===== src/rtl/irUartPkg.sv =====
package irUartPkg;
  typedef struct packed {
    logic txPop;
    logic rxPush;
    logic rxBad;
  } uartStrb_t;

  typedef enum logic [1:0] {RX_IDLE, RX_START, RX_DATA, RX_STOP} rxState_t;
endpackage


===== src/rtl/irUartFifo.sv =====
module irUartFifo #(
  parameter int W     = 8,
  parameter int DEPTH = 8,
  parameter int CW    = $clog2(DEPTH) + 1
) (
  input  logic         clk,
  input  logic         rstN,
  input  logic         push,
  input  logic         pop,
  input  logic [W-1:0] din,
  output logic [W-1:0] dout,
  output logic [CW-1:0] count,
  output logic         full,
  output logic         empty
);
  localparam int AW = $clog2(DEPTH);

  logic [W-1:0]  mem [DEPTH];
  logic [AW-1:0] wrPtr, rdPtr;
  logic          doPush, doPop;

  assign full   = (count == CW'(DEPTH));
  assign empty  = (count == '0);
  assign doPop  = pop && !empty;
  assign doPush = push && (!full || doPop);
  assign dout   = mem[rdPtr];

  always_ff @(posedge clk) begin
    if (doPush) mem[wrPtr] <= din;
  end

  always_ff @(posedge clk or negedge rstN) begin
    if (!rstN) begin
      wrPtr <= '0;
      rdPtr <= '0;
      count <= '0;
    end else begin
      if (doPush) wrPtr <= wrPtr + 1'b1;
      if (doPop)  rdPtr <= rdPtr + 1'b1;
      case ({doPush, doPop})
        2'b10:   count <= count + 1'b1;
        2'b01:   count <= count - 1'b1;
        default: count <= count;
      endcase
    end
  end
endmodule


===== src/rtl/irUartCtrl.sv =====
module irUartCtrl import irUartPkg::*; #(
  parameter int DATA_W  = 8,
  parameter int PRESC_W = 3,
  parameter int OVS     = 16
) (
  input  logic              clk,
  input  logic              rstN,
  input  logic [PRESC_W-1:0] presc,
  input  logic              irMode,
  input  logic              rx1x,
  input  logic              irLoop,
  input  logic              cts,
  input  logic              rxd,
  input  logic [DATA_W-1:0] txHead,
  input  logic              txAvail,
  output uartStrb_t         strb,
  output logic [DATA_W-1:0] rxByte,
  output logic              txd
);
  localparam int DIVW    = (1 << PRESC_W) - 1;
  localparam int PHW     = $clog2(OVS);
  localparam int PULSE   = (3 * OVS) / 16;
  localparam int STRETCH = OVS - PULSE;
  localparam int FRAME   = DATA_W + 2;
  localparam int CNTW    = $clog2(FRAME);
  localparam int BW      = $clog2(DATA_W);

  // power-of-two prescaler and shared bit phase
  logic [DIVW-1:0] preCnt, limit;
  logic            tick, bitEdge;
  logic [PHW-1:0]  bitPh;

  assign limit   = DIVW'((1 << presc) - 1);
  assign tick    = (preCnt >= limit);
  assign bitEdge = tick && (bitPh == PHW'(OVS - 1));

  always_ff @(posedge clk or negedge rstN) begin
    if (!rstN) begin
      preCnt <= '0;
      bitPh  <= '0;
    end else begin
      preCnt <= tick ? '0 : preCnt + 1'b1;
      if (tick) bitPh <= bitPh + 1'b1;
    end
  end

  // transmitter
  logic              txBusy, txLast, txStart, txBit, irTx;
  logic [FRAME-1:0]  txSh;
  logic [CNTW-1:0]   txCnt;

  assign txLast  = (txCnt == CNTW'(FRAME - 1));
  assign txStart = bitEdge && (!txBusy || txLast) && txAvail && cts;
  assign txBit   = !txBusy || txSh[0];
  assign irTx    = irMode && !txBit && (bitPh < PHW'(PULSE));
  assign txd     = irMode ? irTx : txBit;

  always_ff @(posedge clk or negedge rstN) begin
    if (!rstN) begin
      txBusy <= 1'b0;
      txSh   <= '1;
      txCnt  <= '0;
    end else if (bitEdge) begin
      if (txBusy && !txLast) begin
        txSh  <= {1'b1, txSh[FRAME-1:1]};
        txCnt <= txCnt + 1'b1;
      end else if (txAvail && cts) begin
        txSh   <= {1'b1, txHead, 1'b0};
        txCnt  <= '0;
        txBusy <= 1'b1;
      end else begin
        txBusy <= 1'b0;
      end
    end
  end

  // receive line: synchroniser, loop select, pulse stretcher
  logic [1:0]     rxSync;
  logic           rawIn, lineIr, rxLine;
  logic [PHW-1:0] strCnt;

  assign rawIn  = (irMode && irLoop) ? irTx : rxSync[1];
  assign lineIr = !(rawIn || (strCnt != '0));
  assign rxLine = irMode ? lineIr : rawIn;

  always_ff @(posedge clk or negedge rstN) begin
    if (!rstN) begin
      rxSync <= 2'b11;
      strCnt <= '0;
    end else begin
      rxSync <= {rxSync[0], rxd};
      if (!irMode)              strCnt <= '0;
      else if (tick && rawIn)   strCnt <= PHW'(STRETCH);
      else if (tick && strCnt != '0) strCnt <= strCnt - 1'b1;
    end
  end

  // receiver
  rxState_t          rxSt;
  logic [PHW-1:0]    rxPh;
  logic [BW-1:0]     rxBitN;
  logic [DATA_W-1:0] rxSh;
  logic              step, midHit, fullHit;

  assign step    = rx1x ? bitEdge : tick;
  assign midHit  = rx1x || (rxPh == PHW'(OVS / 2 - 1));
  assign fullHit = rx1x || (rxPh == PHW'(OVS - 1));

  always_ff @(posedge clk or negedge rstN) begin
    if (!rstN) begin
      rxSt   <= RX_IDLE;
      rxPh   <= '0;
      rxBitN <= '0;
      rxSh   <= '0;
    end else if (step) begin
      case (rxSt)
        RX_IDLE: if (!rxLine) begin
          rxSt   <= rx1x ? RX_DATA : RX_START;
          rxPh   <= '0;
          rxBitN <= '0;
        end
        RX_START: if (midHit) begin
          rxSt <= rxLine ? RX_IDLE : RX_DATA;
          rxPh <= '0;
        end else rxPh <= rxPh + 1'b1;
        RX_DATA: if (fullHit) begin
          rxSh   <= {rxLine, rxSh[DATA_W-1:1]};
          rxPh   <= '0;
          rxBitN <= rxBitN + 1'b1;
          if (rxBitN == BW'(DATA_W - 1)) rxSt <= RX_STOP;
        end else rxPh <= rxPh + 1'b1;
        RX_STOP: if (fullHit) begin
          rxSt <= RX_IDLE;
          rxPh <= '0;
        end else rxPh <= rxPh + 1'b1;
        default: rxSt <= RX_IDLE;
      endcase
    end
  end

  always_comb begin
    strb.txPop  = txStart;
    strb.rxPush = step && (rxSt == RX_STOP) && fullHit;
    strb.rxBad  = !rxLine;
  end
  assign rxByte = rxSh;
endmodule


===== src/rtl/irUartData.sv =====
module irUartData import irUartPkg::*; #(
  parameter int DATA_W = 8,
  parameter int DEPTH  = 8
) (
  input  logic              clk,
  input  logic              rstN,
  input  uartStrb_t         strb,
  input  logic [DATA_W-1:0] rxByte,
  input  logic              wrEn,
  input  logic [DATA_W-1:0] wrData,
  input  logic              rdEn,
  input  logic              rtsAuto,
  input  logic              rtsSoft,
  output logic [DATA_W-1:0] rdData,
  output logic [DATA_W-1:0] txHead,
  output logic              txAvail,
  output logic              txFull,
  output logic              txHalfEmpty,
  output logic              rxEmpty,
  output logic              rxFull,
  output logic              rts,
  output logic              overrun,
  output logic              frameErr,
  output logic              irq
);
  localparam int CW = $clog2(DEPTH) + 1;

  logic [CW-1:0] txCount, rxCount;
  logic          txEmpty;

  irUartFifo #(.W(DATA_W), .DEPTH(DEPTH), .CW(CW)) txQ (
    .clk(clk), .rstN(rstN), .push(wrEn), .pop(strb.txPop), .din(wrData),
    .dout(txHead), .count(txCount), .full(txFull), .empty(txEmpty));

  irUartFifo #(.W(DATA_W), .DEPTH(DEPTH), .CW(CW)) rxQ (
    .clk(clk), .rstN(rstN), .push(strb.rxPush), .pop(rdEn), .din(rxByte),
    .dout(rdData), .count(rxCount), .full(rxFull), .empty(rxEmpty));

  assign txAvail     = !txEmpty;
  assign txHalfEmpty = (txCount < CW'(DEPTH / 2));
  assign rts         = rtsAuto ? (rxCount < CW'(DEPTH - 1)) : rtsSoft;
  assign irq         = !rxEmpty || overrun || frameErr;

  always_ff @(posedge clk or negedge rstN) begin
    if (!rstN) begin
      overrun  <= 1'b0;
      frameErr <= 1'b0;
    end else if (strb.rxPush) begin
      overrun  <= rxFull && !rdEn;
      frameErr <= strb.rxBad;
    end
  end
endmodule


===== src/rtl/irUart.sv =====
module irUart import irUartPkg::*; #(
  parameter int DATA_W  = 8,
  parameter int DEPTH   = 8,
  parameter int PRESC_W = 3
) (
  input  logic              clk,
  input  logic              rstN,
  input  logic [PRESC_W-1:0] presc,
  input  logic              irMode,
  input  logic              rx1x,
  input  logic              irLoop,
  input  logic              rtsAuto,
  input  logic              rtsSoft,
  input  logic              wrEn,
  input  logic [DATA_W-1:0] wrData,
  output logic              txFull,
  output logic              txHalfEmpty,
  input  logic              rdEn,
  output logic [DATA_W-1:0] rdData,
  output logic              rxEmpty,
  output logic              rxFull,
  output logic              overrun,
  output logic              frameErr,
  output logic              irq,
  input  logic              rxd,
  output logic              txd,
  input  logic              cts,
  output logic              rts
);
  uartStrb_t         strb;
  logic [DATA_W-1:0] txHead, rxByte;
  logic              txAvail;

  irUartCtrl #(.DATA_W(DATA_W), .PRESC_W(PRESC_W)) ctrl (
    .clk(clk), .rstN(rstN), .presc(presc), .irMode(irMode), .rx1x(rx1x),
    .irLoop(irLoop), .cts(cts), .rxd(rxd), .txHead(txHead), .txAvail(txAvail),
    .strb(strb), .rxByte(rxByte), .txd(txd));

  irUartData #(.DATA_W(DATA_W), .DEPTH(DEPTH)) data (
    .clk(clk), .rstN(rstN), .strb(strb), .rxByte(rxByte), .wrEn(wrEn),
    .wrData(wrData), .rdEn(rdEn), .rtsAuto(rtsAuto), .rtsSoft(rtsSoft),
    .rdData(rdData), .txHead(txHead), .txAvail(txAvail), .txFull(txFull),
    .txHalfEmpty(txHalfEmpty), .rxEmpty(rxEmpty), .rxFull(rxFull), .rts(rts),
    .overrun(overrun), .frameErr(frameErr), .irq(irq));
endmodule


===== config.mk =====
export PLATFORM = sky130hd
export DESIGN_NAME = irUart
export DESIGN_NICKNAME = d
export VERILOG_FILES = /design/src/rtl/irUartPkg.sv /design/src/rtl/irUartFifo.sv /design/src/rtl/irUartCtrl.sv /design/src/rtl/irUartData.sv /design/src/rtl/irUart.sv
export SDC_FILE = /design/constraint.sdc
export NUM_CORES = 1
export LEC_CHECK = 0
export BUFFER_PORTS_ARGS = -buffer_cell sky130_fd_sc_hd__buf_4
export CORE_ASPECT_RATIO = 1.1
export CORE_MARGIN = 2
export CORE_UTILIZATION = 60
export DETAILED_ROUTE_END_ITERATION = 10
export HOLD_SLACK_MARGIN = 0.03
export PLACE_DENSITY_LB_ADDON = 0.1
export SLEW_MARGIN = 0
export SYNTH_ARGS = -nofsm -noshare
export SYNTH_HDL_FRONTEND = slang
export SYNTH_HIERARCHICAL = 1
export SYNTH_SLANG_ARGS = --single-unit

===== constraint.sdc =====
create_clock -name clk -period 7.55 [get_ports clk]
set_input_delay 1.8875 -clock clk [delete_from_list [all_inputs] [get_ports clk]]
set_output_delay 1.8875 -clock clk [all_outputs]
set_load 0.1 [all_outputs]

* Word-level counts from Yosys, hierarchy flattened
Memory sizes are Yosys's and may differ from the RTL's. Cells that the tools add are included.
Storage, ports and cells: flip-flop bits (word level) 71, RAM bits 128, bits of input ports 22, output and inout bits 17, logic and storage cells 149, memories kept 2
Cells by class: $add $sub $neg 15, magnitude comparators 4, equal/unequal tests 20, shift-type cells 1, mux-type cells 35, bitwise gates (word level) 1, reductions and logical operators 52
Memory list:
- data.rxQ.mem | words 8, bits a word 8, read ports 1, clocked after memory_dff 0, wr ports 1, RTL line irUartFifo.sv:18 | logic [W-1:0] mem [DEPTH];
- data.txQ.mem | words 8, bits a word 8, read ports 1, clocked after memory_dff 0, wr ports 1, RTL line irUartFifo.sv:18
Operator list (count):
- $mux W4 | 8
- $add A4 B1 Y4 const B | 5
- $eq A4 B4 Y1 const B | 5
- $mux W10 | 2
- $logic_and A1 B1 Y1 | 18
- $pmux W4 S2 | 2
- $add A3 B1 Y3 const B | 5
- $mux W2 | 7
- $pmux W4 S3 | 1
- $sub A4 B1 Y4 const B | 3
- $logic_not A1 Y1 | 10
- $mux W1 | 10
- $logic_or A1 B1 Y1 | 9
- $eq A2 B2 Y1 const B | 4
- $logic_not A4 Y1 | 2
- $lt A4 B3 Y1 const B | 2
- $ne A2 B1 Y1 const B | 4
- $pmux W2 S4 | 1
- $reduce_bool A2 Y1 | 4
- $add A7 B1 Y7 const B | 1
- $ge A7 B7 Y1 | 1
- $mux W7 | 1
- $shl A1 B3 Y7 const A | 1
- $sub A7 B2 Y7 const B | 1
- other kinds (16) | 21

* Logic depth before layout (Yosys ltp)
depth in word-level cells 12, depth in mapped cells 16, mapped depth without buffers 14

* Cells and area by module
Netlist, hierarchy kept.
Modules (own cells, without submodules):
- irUartFifo (data.txQ) | instances 1, cells an instance 164, area an instance 3155.5 um^2, sequential area each 2172.1 um^2
- irUartFifo (data.rxQ) | instances 1, cells an instance 162, area an instance 3150.5 um^2, sequential area each 2172.1 um^2
- irUartCtrl | instances 1, cells an instance 235, area an instance 2655.0 um^2, sequential area each 1214.9 um^2
- irUartData | instances 1, cells an instance 13, area an instance 110.1 um^2, sequential area each 50.0 um^2

* Worst setup path after synthesis
Ideal clock, no wire load.
path kind input port to output port, from input port irMode, to output port txd, data arrival time 4.163 ns, data required time 5.662 ns, path slack 1.500 ns, stages 2, path buffers 1, path through buf_2 > o21ai_0
Between the ends: cells in the longest elaborated chain, start to end 3
RTL lines:
- start: declaration | RTL line irUart.sv:9 | input logic irMode,
- $logic_and A1 B1 Y1 (2 in a row) | RTL line irUartCtrl.sv:55 | assign irTx = irMode && !txBit && (bitPh < PHW'(PULSE));
- $mux W1 (*) | RTL line irUartCtrl.sv:56 | assign txd = irMode ? irTx : txBit;
- end: declaration | RTL line irUart.sv:26 | output logic txd,
Every way passes the cells marked *; elsewhere a longest branch is shown, timed or not.

==> results_dict.tcl <==
set metrics [dict create \
    finalPower_uw 3630 \
    ys_warn_count 6 \
    critPathMaxFanout 11 \
    skew_ns 0.00754 \
    cts_tree "done" \
    reg2reg_slack_ns 3.17 \
    tightest_slew_ns 1.16 \
    ant_nets 0 \
    synthCells 574 \
    slew_violations 0 \
    cts_resized 0 \
    track_usage 0.210 \
    wirelength_um 15600 \
    ir_worst_vdd_uv 248 \
    die_area_um2 16100 \
    synth-seq-cells 198 \
    slew-limit-headroom 0.221 \
    crit_path_start "presc[1]" \
    synthMuxAreaShare 0.161 \
    grt_pass1_vias 5068 \
    area_growth_pct 11.2 \
    synth-adder-area-share 0.0375 \
    yosys.area_share.simple 0.0748 \
    synth_xor_area_frac 0.0212 \
    hold_viol_final 0 \
    end_kind "flop" \
    drv_cap 0 \
    num_io_pins 39 \
    path_class "in -> reg" \
    cts_max_level 4 \
    synth_async_sr_flop_share 0.354 \
    syn_nets 622 \
    drc_errors 0 \
    firstDrtPassIters 5 \
    post_cts.repair.setup_buffers 0 \
    cpMostUsedCell "nand2b_1" \
    path_cells "buf_4 -> or3_1 -> ha_1 -> nor2b_1 -> o21ai_0 -> a41oi_2 -> nor4b_2 -> nand2b_1 -> o21a_1 -> nand2b_1 -> nor3_1" \
    synth-edff-count 128 \
    combPwrFrac 0.317 \
    wire_per_inst_um 18.9 \
    crit_family "simple AND/OR/NAND/NOR gates" \
    r2r-end "data/txQ/mem[0][7]$_DFFE_PP_" \
    dpl.cell_count 793 \
    powerDensity_nw_per_um2 360 \
    cp.required_ns 7.60 \
    gp_congestion 0.782 \
    clk_pin_slew_ns 0.07 \
    post_drt_via_cell_ratio 5.93 \
    cts_buffers 17 \
    power_switching_uw 1310 \
    yosysSeqAreaShare 0.618 \
    rows 47 \
    power.internal_uw 2320 \
    clock.fmax_ghz 0.170 \
    nets 664 \
    r2r-start "ctrl/preCnt[2]$_DFF_PN0_" \
    final_util 0.676 \
    synth_top_area_frac 0.424 \
    cp.buffers_inverters 1 \
    cts_hold_buffers 0 \
    seq_power_share 0.435 \
    grt_overflow 0 \
    min_period_over_period 0.779 \
    grt_max_degree 71 \
    place_ws_ns 1.30 \
    die_height_um 133 \
    yosys_most_used_dff "edfxtp_1" \
    synth_top_cells_by_area "edfxtp_1, dfrtp_1, mux4_1" \
    port_buffers 38 \
    synth.avg_cell_area_um2 15.8 \
    clkPwrFrac 0.248 \
    grt_pass1_wl_um 25700 \
    post-route-min-period_ns 5.88 \
    finalSetupTns_ns 0 \
    critPathCapture "data/txQ/mem[0][7]$_DFFE_PP_" \
    critPathMaxStageDelay_ns 0.99 \
    cts_root_buffer "clkbuf_16" \
    status "finished clean" \
    cts_buffer_depth 2 \
    core-area_um2 14900 \
    synth_compound_area_frac 0.0589 \
    worstRegToRegCells 9 \
    fin_ws_ns 1.67 \
    ys_types 68 \
    rsz0062_at_grt "no" \
    leakage_uw 0.00392 \
    clkLatencyLatePin_ns 0.43 \
    synth_top_family_by_area "multiplexers" \
    setup_viol 0 \
    drive_gt1_frac 0.246 \
    synth_area_leader_cell "edfxtp_1" \
    clock_sinks 198 \
    vias 4892 \
    cp-start-kind "input pin" \
    hp-class "reg -> reg" \
    cp.depth 11 \
    drtIter0Drc 302 \
    initial_core_util 0.607 \
    n_antenna_cell 0 \
    crit_arrival_ns 5.93 \
    syn_area_um2 9070 \
    antenna_found_initial 0 \
    sw_frac_of_total 0.362 \
    fin_cells 825 \
    slowest_stage "nor4b_2" \
    die_x_um 121 \
    dp_hpwl_um 10800 \
]
[how the worst min path moves through the flow]
stage,endpoint,cells past startpoint,from,slack [ns]
2_1_floorplan,ctrl/rxSync[1]$_DFF_PN1_,0,ctrl/rxSync[0]$_DFF_PN1_,0.35
6_report,ctrl/rxSync[1]$_DFF_PN1_,0,ctrl/rxSync[0]$_DFF_PN1_,0.36
3_3_place_gp,ctrl/rxSync[1]$_DFF_PN1_,0,ctrl/rxSync[0]$_DFF_PN1_,0.35
3_5_place_dp,ctrl/rxSync[1]$_DFF_PN1_,0,ctrl/rxSync[0]$_DFF_PN1_,0.35
5_1_grt,ctrl/rxSync[1]$_DFF_PN1_,0,ctrl/rxSync[0]$_DFF_PN1_,0.37
4_1_cts,ctrl/rxSync[1]$_DFF_PN1_,0,ctrl/rxSync[0]$_DFF_PN1_,0.36
[cells in the mapped netlist (all sizes together), types with 2 or more instances]
cell	n
a211o	3
a211oi	2
a21boi	2
a21o	3
a21oi	7
a22o	3
a31o	2
a31oi	6
a32o	2
and2	3
and3	6
buf	20
clkbuf	2
dfrtp	59
dfstp	11
edfxtp	128
fa	2
ha	24
inv	23
mux2	46
mux2i	8
mux4	32
nand2	34
nand2b	7
nand3	16
nand3b	3
nand4	2
nor2	29
nor2b	4
nor3	12
nor4b	2
o21a	3
o21ai	13
o22ai	6
or2	4
or3	7
xnor2	16
xor2	6
[registers in the layout (all words and copies together), names as in the netlist, 2 cells and up]
register,count
ctrl/rxPh,4
data/txQ/mem,64
ctrl/rxByte,8
ctrl/rxSt,2
data/rxQ/count,4
ctrl/rxSync,2
data/txQ/rdPtr,3
data/rxQ/mem,64
ctrl/txSh,9
data/rxQ/wrPtr,3
data/rxQ/rdPtr,3
data/txQ/count,4
ctrl/rxBitN,3
ctrl/txCnt,4
ctrl/strCnt,4
ctrl/preCnt,7
data/txQ/wrPtr,3
ctrl/bitPh,4
[layer usage]
layer	global-route usage	wire length, um	part of all wire	vias to the layer above
li1	-	-	-	2300
met1	0.264	6560	0.42	2462
met2	0.356	8130	0.52	109
met3	0.0474	585	0.038	21
met4	0.0817	311	0.020	0
met5	0	0	0	-
[final cells by class]
type / instances / area [um^2]
Clock buffer: 18 / 429
Clock inverter: 14 / 170
Fill cell: 1036 / 4850
Inverter: 23 / 86.3
Multi-Input combinational cell: 331 / 3210
Sequential cell: 198 / 5610
Tap cell: 196 / 245
Timing Repair Buffer: 45 / 338
[cells by family (layout without fill, tap and decap cells)]
group / Yosys count / in the layout
compound gates: 63 / 63
xor+xnor: 22 / 22
fa+ha+maj: 26 / 26
buf+inv: 45 / 100
flops: 198 / 198
mux: 86 / 86
simple gates: 134 / 134
[worst register-to-register path, delay by kind of cell (launching register included)]
kind / cells / cell delay, ns
DFF: 1 / 0.42
AOI/OAI and AO/OA: 3 / 0.89
and+or+nand+nor: 5 / 2.36
adders and majority gates: 1 / 0.32
[power by group through the flow]
stage / clock network [uW] / registers (uW) / logic [uW]
2_1_floorplan: 0 / 1500 / 1020
3_3_place_gp: 0 / 1590 / 1120
3_5_place_dp: 0 / 1600 / 1150
4_1_cts: 915 / 1580 / 1160
5_1_grt: 958 / 1610 / 1240
6_report: 899 / 1580 / 1150
[cells in the final DEF, fill, tap and decap left out, drive strengths merged, types with 4 or more instances in the layout]
cell type	n
a21oi	7
a31oi	6
and3	6
buf	45
clkbuf	18
clkinv	5
dfrtp	59
dfstp	11
edfxtp	128
ha	24
inv	27
mux2	46
mux2i	8
mux4	32
nand2	34
nand2b	7
nand3	16
nor2	29
nor2b	4
nor3	12
o21ai	13
o22ai	6
or2	4
or3	7
xnor2	16
xor2	6
[metrics by stage]
stage | hold WS (ns) | cell area [um^2]
floorplan | 0.345 | 9070
global placement | 0.347 | 9490
detailed placement | 0.350 | 9490
CTS | 0.360 | 10100
global route | 0.365 | 10100
finish | 0.359 | 10100
No activity file was read; power rests on OpenSTA's default activity.
